===== config.mk =====
export PLATFORM = sky130hd
export DESIGN_NAME = booth_mult
export DESIGN_NICKNAME = d
export VERILOG_FILES = /design/src/rtl/booth_pkg.sv /design/src/rtl/booth_recoder.sv /design/src/rtl/booth_addsub.sv /design/src/rtl/booth_seq_ctrl.sv /design/src/rtl/booth_mult.sv
export SDC_FILE = /design/constraint.sdc
export NUM_CORES = 1
export LEC_CHECK = 0
export BUFFER_PORTS_ARGS = -buffer_cell sky130_fd_sc_hd__clkbuf_2
export CAP_MARGIN = 40
export CORE_MARGIN = 2
export CORE_UTILIZATION = 50
export CTS_BUF_LIST = sky130_fd_sc_hd__clkbuf_8
export DETAILED_ROUTE_END_ITERATION = 12
export PLACE_DENSITY = 0.74
export SYNTH_ARGS = -nofsm -noshare
export SYNTH_HDL_FRONTEND = slang
export SYNTH_HIERARCHICAL = 1
export SYNTH_SLANG_ARGS = --single-unit

===== constraint.sdc =====
create_clock -name clk -period 6.1 [get_ports clk]
set_input_delay 0.61 -clock clk [delete_from_list [all_inputs] [get_ports clk]]
set_output_delay 0.61 -clock clk [all_outputs]
set_load 0.02 [all_outputs]

===== src/rtl/booth_pkg.sv =====
package booth_pkg;

  // Action chosen for one Booth step
  typedef enum logic [1:0] {
    BOOTH_KEEP = 2'd0,
    BOOTH_ADD  = 2'd1,
    BOOTH_SUB  = 2'd2
  } booth_op_e;

  // Radix-2 recoding of (current bit, bit to its right)
  function automatic booth_op_e booth_decode(input logic cur, input logic right);
    case ({cur, right})
      2'b10:   return BOOTH_SUB;   // entering a run of ones
      2'b01:   return BOOTH_ADD;   // leaving a run of ones
      default: return BOOTH_KEEP;  // inside a run
    endcase
  endfunction

endpackage


===== src/rtl/booth_recoder.sv =====
module booth_recoder
  import booth_pkg::*;
(
  input  logic      cur_bit,
  input  logic      right_bit,
  output booth_op_e op
);

  always_comb op = booth_decode(cur_bit, right_bit);

endmodule


===== src/rtl/booth_addsub.sv =====
module booth_addsub
  import booth_pkg::*;
#(
  parameter int WIDTH = 32
) (
  input  logic [WIDTH:0]   acc,
  input  logic [WIDTH-1:0] mcand,
  input  booth_op_e        op,
  output logic [WIDTH:0]   result
);

  localparam int EXT_W = WIDTH + 1;

  logic [EXT_W-1:0] mcand_ext;
  logic [EXT_W-1:0] operand;
  logic             carry_in;

  // One guard bit keeps -2^(WIDTH-1) subtraction exact
  assign mcand_ext = {mcand[WIDTH-1], mcand};

  always_comb begin
    operand  = '0;
    carry_in = 1'b0;
    case (op)
      BOOTH_ADD: operand = mcand_ext;
      BOOTH_SUB: begin
        operand  = ~mcand_ext;
        carry_in = 1'b1;
      end
      default: operand = '0;
    endcase
  end

  assign result = acc + operand + EXT_W'(carry_in);

endmodule


===== src/rtl/booth_seq_ctrl.sv =====
module booth_seq_ctrl #(
  parameter int WIDTH = 32
) (
  input  logic clk,
  input  logic rst_n,
  input  logic in_valid,
  output logic in_ready,
  output logic accept,
  output logic busy,
  output logic out_valid
);

  localparam int CNT_W = (WIDTH > 1) ? $clog2(WIDTH) : 1;
  localparam logic [CNT_W-1:0] LAST_STEP = CNT_W'(WIDTH - 1);

  logic             busy_q;
  logic             done_q;
  logic [CNT_W-1:0] step_q;

  assign in_ready  = !busy_q;
  assign accept    = in_valid && !busy_q;
  assign busy      = busy_q;
  assign out_valid = done_q;

  always_ff @(posedge clk) begin
    if (!rst_n) begin
      busy_q <= 1'b0;
      done_q <= 1'b0;
      step_q <= '0;
    end else begin
      done_q <= 1'b0;
      if (accept) begin
        busy_q <= 1'b1;
        step_q <= '0;
      end else if (busy_q) begin
        if (step_q == LAST_STEP) begin
          busy_q <= 1'b0;
          done_q <= 1'b1;
        end else begin
          step_q <= step_q + 1'b1;
        end
      end
    end
  end


  accept_locks_chk: assert property (@(posedge clk) disable iff (!rst_n)
    accept |=> !in_ready);


  done_pulse_chk: assert property (@(posedge clk) disable iff (!rst_n)
    out_valid |=> !out_valid);


  done_after_step_chk: assert property (@(posedge clk) disable iff (!rst_n)
    $rose(out_valid) |-> $past(busy_q));

endmodule


===== src/rtl/booth_mult.sv =====
module booth_mult
  import booth_pkg::*;
#(
  parameter int WIDTH = 32
) (
  input  logic             clk,
  input  logic             rst_n,
  input  logic             in_valid,
  output logic             in_ready,
  input  logic [WIDTH-1:0] in_mcand,
  input  logic [WIDTH-1:0] in_mplier,
  output logic             out_valid,
  output logic [WIDTH-1:0] prod_hi,
  output logic [WIDTH-1:0] prod_lo
);

  localparam int ACC_W = WIDTH + 1;

  logic             accept;
  logic             busy;
  booth_op_e        step_op;
  logic [ACC_W-1:0] acc_q;
  logic [ACC_W-1:0] acc_next;
  logic [WIDTH-1:0] mcand_q;
  logic [WIDTH-1:0] low_q;
  logic             shadow_q;

  booth_seq_ctrl #(.WIDTH(WIDTH)) u_ctrl (
    .clk      (clk),
    .rst_n    (rst_n),
    .in_valid (in_valid),
    .in_ready (in_ready),
    .accept   (accept),
    .busy     (busy),
    .out_valid(out_valid)
  );

  booth_recoder u_recode (
    .cur_bit  (low_q[0]),
    .right_bit(shadow_q),
    .op       (step_op)
  );

  booth_addsub #(.WIDTH(WIDTH)) u_addsub (
    .acc   (acc_q),
    .mcand (mcand_q),
    .op    (step_op),
    .result(acc_next)
  );

  // Combined register {acc, low, shadow} shifts right arithmetically
  always_ff @(posedge clk) begin
    if (!rst_n) begin
      mcand_q  <= '0;
      acc_q    <= '0;
      low_q    <= '0;
      shadow_q <= 1'b0;
    end else if (accept) begin
      mcand_q  <= in_mcand;
      acc_q    <= '0;
      low_q    <= in_mplier;
      shadow_q <= 1'b0;
    end else if (busy) begin
      acc_q    <= {acc_next[ACC_W-1], acc_next[ACC_W-1:1]};
      low_q    <= {acc_next[0], low_q[WIDTH-1:1]};
      shadow_q <= low_q[0];
    end
  end

  assign prod_hi = acc_q[WIDTH-1:0];
  assign prod_lo = low_q;


  run_keep_chk: assert property (@(posedge clk) disable iff (!rst_n)
    (busy && (low_q[0] == shadow_q)) |-> (acc_next == acc_q));


  run_start_sub_chk: assert property (@(posedge clk) disable iff (!rst_n)
    (busy && low_q[0] && !shadow_q) |->
      (acc_next + {mcand_q[WIDTH-1], mcand_q} == acc_q));


  hold_result_chk: assert property (@(posedge clk) disable iff (!rst_n)
    (!busy && !accept) |=> $stable({prod_hi, prod_lo}));


  no_accept_busy_chk: assert property (@(posedge clk) disable iff (!rst_n)
    busy |-> !accept);

endmodule


==> results.md, run 1 <==
* Status: finished, final reports clean
* RSZ-0062 raised after global routing: no
* Hold_buf cts at 0
* Final Hold Viols at 0
* Synth-to-Final Area Change at 13.3%
* Setup_tns at 0 ps
* Wire length of the first global-routing pass at roughly 25 mm
* FILL cells at 1152
* Worst Path Class, Setup: flop to flop
* Area share of the largest cell type after synthesis at a little under a third
* Most common cell after layout, fill and taps aside: clkbuf_2
* Rel. slew slack at around 43%
* CTS tree: yes
* IO Count at 133
* Crit-path max cell delay at 430 ps
* Maximum VDD drop at 0.112 mV
* Ranking of synthesized cells by area: dfxtp_1 32%, mux2i_1 9.9%, ha_1 6.5%
* Min Tclk post-route at 3880 ps
* Num rows at around 40
* Clk_skew at 13.4 ps
* Initial antenna violation count at 0
* Antenna Cells at 0
* Worst EP required at 6360 ps
* Core box area at 0.0127 mm2
* Worst-Margin Slew at 847 ps
* Worst hold slack at 485 ps
* Worst min-delay path class: primary input to flop
* CTS max path bufs at 2
* Largest net degree at the start of global routing at 78
* First DRT Iteration DRCs at about 250
* P_leak at 0.00366 uW
* IO Port Bufs at 132
* Clock Pin Slew Worst Setup and Hold Paths at ~90 ps
* CTS root buf: clkbuf_8
* H-tree levels at 3
* GRT Total Usage at 21.9%
* Max Cap Viol at 0
* Die Y at 118 um
* Vias per cell at 5.49
* Startpoint Class: flop
* GRT overflow at 0
* Fraction of layout cells with a size suffix above 1 at 24.3%
* Async SR Flop Fraction at 0%
* Die Area at roughly 0.014 mm2
* Fin crit share at a little under two thirds
* Seq/Total Area, Yosys at 31.8%
* Synth Cell Area at 0.00654 mm2
* Post-synth EDFFs at 0
* Vias in the first global route at 5338
* Most frequent cells in the layout: 132 x clkbuf_2, 103 x dfxtp_1, 65 x mux2i_1, 58 x nand2_1
* Post-CTS Setup Inserts at 0
* Achievable frequency at 0.258 GHz
* Most used DFF post-synth: dfxtp_1
* Critical Path Most Common Cell: fa_1
* Critical-path cell list: and2b_2 -> nor2b_2 -> buf_4 -> nand2_1 -> o21ai_0 -> fa_1 -> fa_1 -> and3_1 -> o2111ai_1 -> a311oi_2 -> o2111ai_2 -> o21ai_2 -> a211oi_1 -> xnor2_1 -> mux2i_1 -> nor2_1
* DRT Wirelength at about 16 mm
* Via count at 5491
* Mapped Cells at 719
* CP Max Fanout at 32
* Yosys top cell by area: dfxtp_1
* Yosys warns at 6
* # setup viols final at 0
* Post_cts resized at 0
* Syn avg cell area at roughly 9.1 um2
* Slew Viols, Final at 0
* CTS Buf Count at 9
* ANT nets after route at 0
* Clk_lat worst skew at 380 ps
* Syn Nets at just over 800
* Drc violations at 0
* Yosys cell types at 63
* CTS sink cnt at 104
* Initial core utilization at 51.6%
* CP arrival at 4140 ps
* GP Congestion at 0.913
* Post-DP HPWL at around 11 mm
* Synthesized flop and latch total at around 100
* Crit end category: flop
* Critical-path top delay cell: fa_1
* Nets at 927
* WL/cell at approximately 16 um
* Initial DRT Pass Iterations at 4
* Width of the die at 118 um
* Power Density at 203 mW/mm2
-- cells by family after synthesis --
logic type      synth area share (%)
compound gates                  18.3
xor+xnor                        4.15
fa+ha+maj                       7.12
buf+inv                         4.04
flops                           31.8
mux                             16.3
simple gates                    18.3
-- critical path: cells and delay by family (launching register included) --
kind | cells | cell delay, ps
DFF | 1 | 390
AOI/OAI and AO/OA | 6 | 1290
xor gates and xnor gates | 1 | 100
adders and majority gates | 2 | 860
muxes | 1 | 140
buffers and inverters | 1 | 240
and+or+nand+nor | 5 | 740
-- flip-flops by register name, indices dropped and copies added (netlist names) --
signal,cells
prod_lo,32
u_ctrl/step_q,5
mcand_q,32
u_ctrl/busy,1
acc_q,32
shadow_q,1
u_ctrl/out_valid,1
-- per-layer routing --
layer | vias to the layer above | global-route usage [%] | wire, um
met2 | 129 | 37.2 | 7490
met3 | 22 | 3.52 | 607
met5 | - | 0 | 0
met1 | 2573 | 27.6 | 7190
met4 | 0 | 8.85 | 318
li1 | 2767 | - | -
-- final timing paths --
kind | slack [ps] | cells past startpoint | endpoint | startpoint
worst max-delay path | 2220 | 16 | acc_q[29] | prod_lo[0]
worst min-delay path | 490 | 3 | mcand_q[8] | in_mcand[8]
worst max register to register | 2220 | 16 | acc_q[29] | prod_lo[0]
worst min register to register | 510 | 2 | u_ctrl/step_q[4] | u_ctrl/step_q[4]
-- stage by stage --
| stage | total power, uW | util, % | cells | cell area, um2 | setup slack, ps |
|---|---|---|---|---|---|
| after floorplan | 1050 | - | 719 | 6540 | 2450 |
| after global placement | 1130 | 57.0 | 984 | 7230 | 2410 |
| after detailed placement | 1150 | 57.2 | 985 | 7250 | 2300 |
| after CTS | 1520 | 58.5 | 1000 | 7410 | 2270 |
| after global routing | 1580 | 58.5 | 1000 | 7410 | 1970 |
| final | 1510 | 58.5 | 1000 | 7410 | 2220 |
-- power by group --
group          total, uW  leakage [uW]  switching [uW]  internal (uW)
logic                379       0.00272             209            169
registers            753      0.000853            32.8            720
clock network        375     0.0000889             233            142
-- layout make-up --
| cell class | instances | area, um2 | area share, % |
|---|---|---|---|
| multi-input combinational | 566 | 4200 | 56.7 |
| sequential | 104 | 2090 | 28.1 |
| timing repair buffer | 139 | 733 | 9.90 |
| tap | 172 | 215 | 2.90 |
| clock buffer | 9 | 124 | 1.67 |
| clock inverter | 6 | 32.5 | 0.439 |
| inverter | 4 | 15.0 | 0.203 |
-- synth_stat cells (all sizes together) (3+ instances only) --
library cell / number
a211oi: 4
a21boi: 6
a21o: 15
a21oi: 30
a31oi: 8
and2: 4
and3: 10
buf: 25
clkbuf: 20
dfxtp: 104
ha: 34
inv: 4
mux2: 32
mux2i: 65
nand2: 58
nand2b: 39
nand3: 8
nand4: 6
nor2: 50
nor2b: 38
nor3: 5
o2111ai: 3
o211a: 32
o211ai: 6
o21a: 5
o21ai: 52
xnor2: 19
xor2: 12
Note: power is estimated with default switching activity, not from simulation.
==> run 2, diff against run 1 <==
- ABC_AREA: not set -> 1
- PLACE_DENSITY: 0.74 -> 0.73
- clock period: 6.1 -> 3.9 ns (I/O delays scaled with it)
==> run 2 against run 1 <==
  * Die area is 6.5% higher
  * Clock skew is 1.3 ps lower
  * First-iteration DRC count is 74% higher
  * Register-to-register slack worse by 1500 ps
  * Combinational power is 92% higher
  * Maximum frequency is 23% higher
  * Highest routed layer unchanged
  * Wire length is 20% higher
  * Non-clock buffer count is 1 lower
==> results.md, run 2 <==
* Status: finished, final reports clean
* Most frequent cells in the layout: 421 x nand2_1, 194 x inv_1, 173 x nor2_1, 132 x clkbuf_2, 104 x dfxtp_1
* Width of the die at 122 um (+3.2%)
* NetSw at 975 uW (+110%)
* Achievable frequency at 0.317 GHz (+23%)
* Worst EP required at 4240 ps (-2120 ps)
* Mapped Cells at 1200 (+67%)
* IO Port Bufs at 132 (unchanged)
* Ranking of synthesized cells by area: dfxtp_1 30%, nand2_1 23%, inv_1 10%
* CTS tree: yes
* Maximum VDD drop at 0.246 mV (+120%)
* Startpoint Class: flop
* Crit-path max cell delay at 480 ps (+50 ps)
* Async SR Flop Fraction at 0% (unchanged)
* GRT Total Usage at 26.5% (+4.6 points)
* Commonest cells post-synth: 421 x nand2_1, 195 x inv_1, 173 x nor2_1
* Area of the multi-input gates at 0.00394 mm2 (-6.4%)
* Vias in the first global route at 6832 (+28%)
* Antenna Cells at 0 (unchanged)
* Min Tclk post-route at 3150 ps (-729 ps)
* Initial core utilization at 50.7% (-0.94 points)
* Clock Pin Slew Worst Setup and Hold Paths at 110 ps (+20 ps)
* GRT overflow at 0 (unchanged)
* Final non-filler cell total at 1496 (+50%)
* CP Max Fanout at 19 (-41%)
* Internal power at 1680 uW (+63%)
* CTS Buf Count at 9 (unchanged)
* WL/cell at 12.5 um (-20%)
* P_leak at 0.00452 uW (+24%)
* Worst min-delay path class: primary input to flop
* Worst-Margin Slew at 785 ps (-61.7 ps)
* Clk_lat worst skew at 400 ps (+20 ps)
* Syn avg cell area at 5.82 um2 (-36%)
* First DRT Iteration DRCs at 427 (+74%)
* Critical-path top delay cell: fa_1
* Post-DP HPWL at 13.7 mm (+20%)
* Initial DRT Pass Iterations at 7 (+3)
* Rel. slew slack at 47.6% (+4.2 points)
* Max Cap Viol at 0 (unchanged)
* Worst Path Class, Setup: flop to flop
* Die Area at 0.0149 mm2 (+6.5%)
* Clk_skew at 12.0 ps (-1.34 ps)
* Fraction of layout cells with a size suffix above 1 at 13.5% (-11 points)
* Num rows at 43 (+4.9%)
* Die Y at 122 um (+3.2%)
* IO Count at 133 (unchanged)
* Top Metal Used: met4
* FILL cells at 1466 (+27%)
* DRT met1 WL at 8.60 mm (+20%)
* Overall Power at 2650 uW (+76%)
* Seq. cell area at 0.00208 mm2 (-0.18%)
* Synth Cell Area at 0.00698 mm2 (+6.7%)
* CTS sink cnt at 104 (unchanged)
* Hold_buf cts at 0 (unchanged)
* Dpl cells at 1480 (+50%)
* Wire length of the first global-routing pass at 31.6 mm (+24%)
* Yosys cell types at 28 (-56%)
* DRT Wirelength at 18.8 mm (+20%)
* CTS root buf: clkbuf_8
* Crit end category: flop
* Combinational Power Share at 27.5% (+2.4 points)
* Core box area at 0.0138 mm2 (+8.7%)
* H-tree levels at 3 (unchanged)
* Largest net degree at the start of global routing at 68 (-13%)
* ANT nets after route at 0 (unchanged)
* Wire length on met3 at 1.30 mm (+110%)
* Power Density at 335 mW/mm2 (+65%)
* Synthesized flop and latch total at 104 (unchanged)
* Drc violations at 0 (unchanged)
* Syn Nets at 1303 (+59%)
* Post-synth EDFFs at 0 (unchanged)
* Most frequent cell after synthesis: nand2_1
* Final setup margin at 749 ps (-1470 ps)
* Seq/Total Area, Yosys at 29.8% (-2.0 points)
* Most common cell after layout, fill and taps aside: nand2_1
* Setup_tns at 0 ps (unchanged)
* CP arrival at 3490 ps (-650 ps)
* Sw Share at 36.8% (+5.2 points)
* Nets at 1414 (+53%)
* Yosys top cell by area: dfxtp_1
* DP Worst Slack at 795 ps (-1500 ps)
* Slew Viols, Final at 0 (unchanged)
* Post-CTS Setup Inserts at 0 (unchanged)
* CTS max path bufs at 2 (unchanged)
* Clock share of power at 26.3% (+1.4 points)
* Seq pwr share at 46.2% (-3.8 points)
* Critical-path cell list: inv_1 -> nor2_1 -> inv_1 -> nand2_1 -> o21ai_0 -> fa_1 -> fa_1 -> nand2_1 -> nand2_1 -> nand3_1 -> nand2_1 -> nand2_1 -> nand2_2 -> nand2_1 -> nand3_1 -> nand2_1 -> nand2_1 -> a21oi_1
* GP Congestion at 0.953 (+4.4%)
* Critical Path Most Common Cell: nand2_1
* Final Hold Viols at 0 (unchanged)
* # setup viols final at 0 (unchanged)
* Post_cts resized at 0 (unchanged)
* Yosys warns at 6 (unchanged)
* Via count at 7293 (+33%)
* Met2 WL at 8.41 mm (+12%)
* Most used DFF post-synth: dfxtp_1
* Vias per cell at 4.88 (-11%)
* Fin crit share at 80.8% (+17 points)
* Synth-to-Final Area Change at 13.4% (about the same)
* Initial antenna violation count at 0 (unchanged)
* RSZ-0062 raised after global routing: no
* Area share of the largest cell type after synthesis at 29.8% (-2.0 points)
-- run 2: logic make-up (layout without fill, tap and decap cells) --
logic type | Yosys count | after routing | synth area share, %
AND/OR/NAND/NOR | 647 | 647 | 36.4
AO/OA/AOI/OAI | 157 | 157 | 11.3
buffers and inverters | 240 | 356 | 13.8
flip-flops | 104 | 104 | 29.8
XOR/XNOR | 16 | 16 | 2.01
adder cells (fa/ha/maj) | 36 | 36 | 6.67
-- run 2: power by group through the flow --
stage / Sequential (uW) / Clock, uW / Combinational, uW
final: 1230 / 697 / 729
after global routing: 1240 / 758 / 831
after CTS: 1230 / 724 / 731
after detailed placement: 1250 / 0 / 727
after global placement: 1250 / 0 / 715
after floorplan: 1300 / 0 / 464
-- run 2: worst max-delay path, delay by kind of cell (launching register included) --
kind	cells	cell delay [ps]
adder cells (fa/ha/maj)	2	930
flip-flops	1	360
AO/OA/AOI/OAI	2	360
AND/OR/NAND/NOR	12	1360
buffers and inverters	2	100
-- run 2: final cells by class --
class / instances / share of cell area [%]
clock buffers: 11 / 1.91
clock inverters: 5 / 0.601
inverters: 202 / 9.58
multi-input cells: 856 / 49.7
flip-flops and latches: 104 / 26.3
well taps: 180 / 2.85
repair buffers: 138 / 9.01
-- run 2: path summary, 6_finish.rpt --
kind,to,slack [ps],startpoint,cells after the start
min reg2reg,shadow_q,490,shadow_q,2
max reg2reg,acc_q[29],750,shadow_q,18
min,mcand_q[25],210,in_mcand[25],3
max,acc_q[29],750,shadow_q,18
-- run 2: layer usage --
metal  track usage (%)  vias to the layer above
met2              43.5                      206
li1                  -                     3843
met5                 0                        -
met3              7.12                       31
met1              33.4                     3213
met4              9.63                        0
-- run 2: per-stage QoR --
stage / hold WS (ps) / cell area (um2) / util [%]
detailed placement: 474 / 7710 / 56.0
finish: 207 / 7910 / 57.5
global route: 210 / 7910 / 57.5
global placement: 461 / 7700 / 55.9
floorplan: 446 / 6980 / -
CTS: 184 / 7910 / 57.5
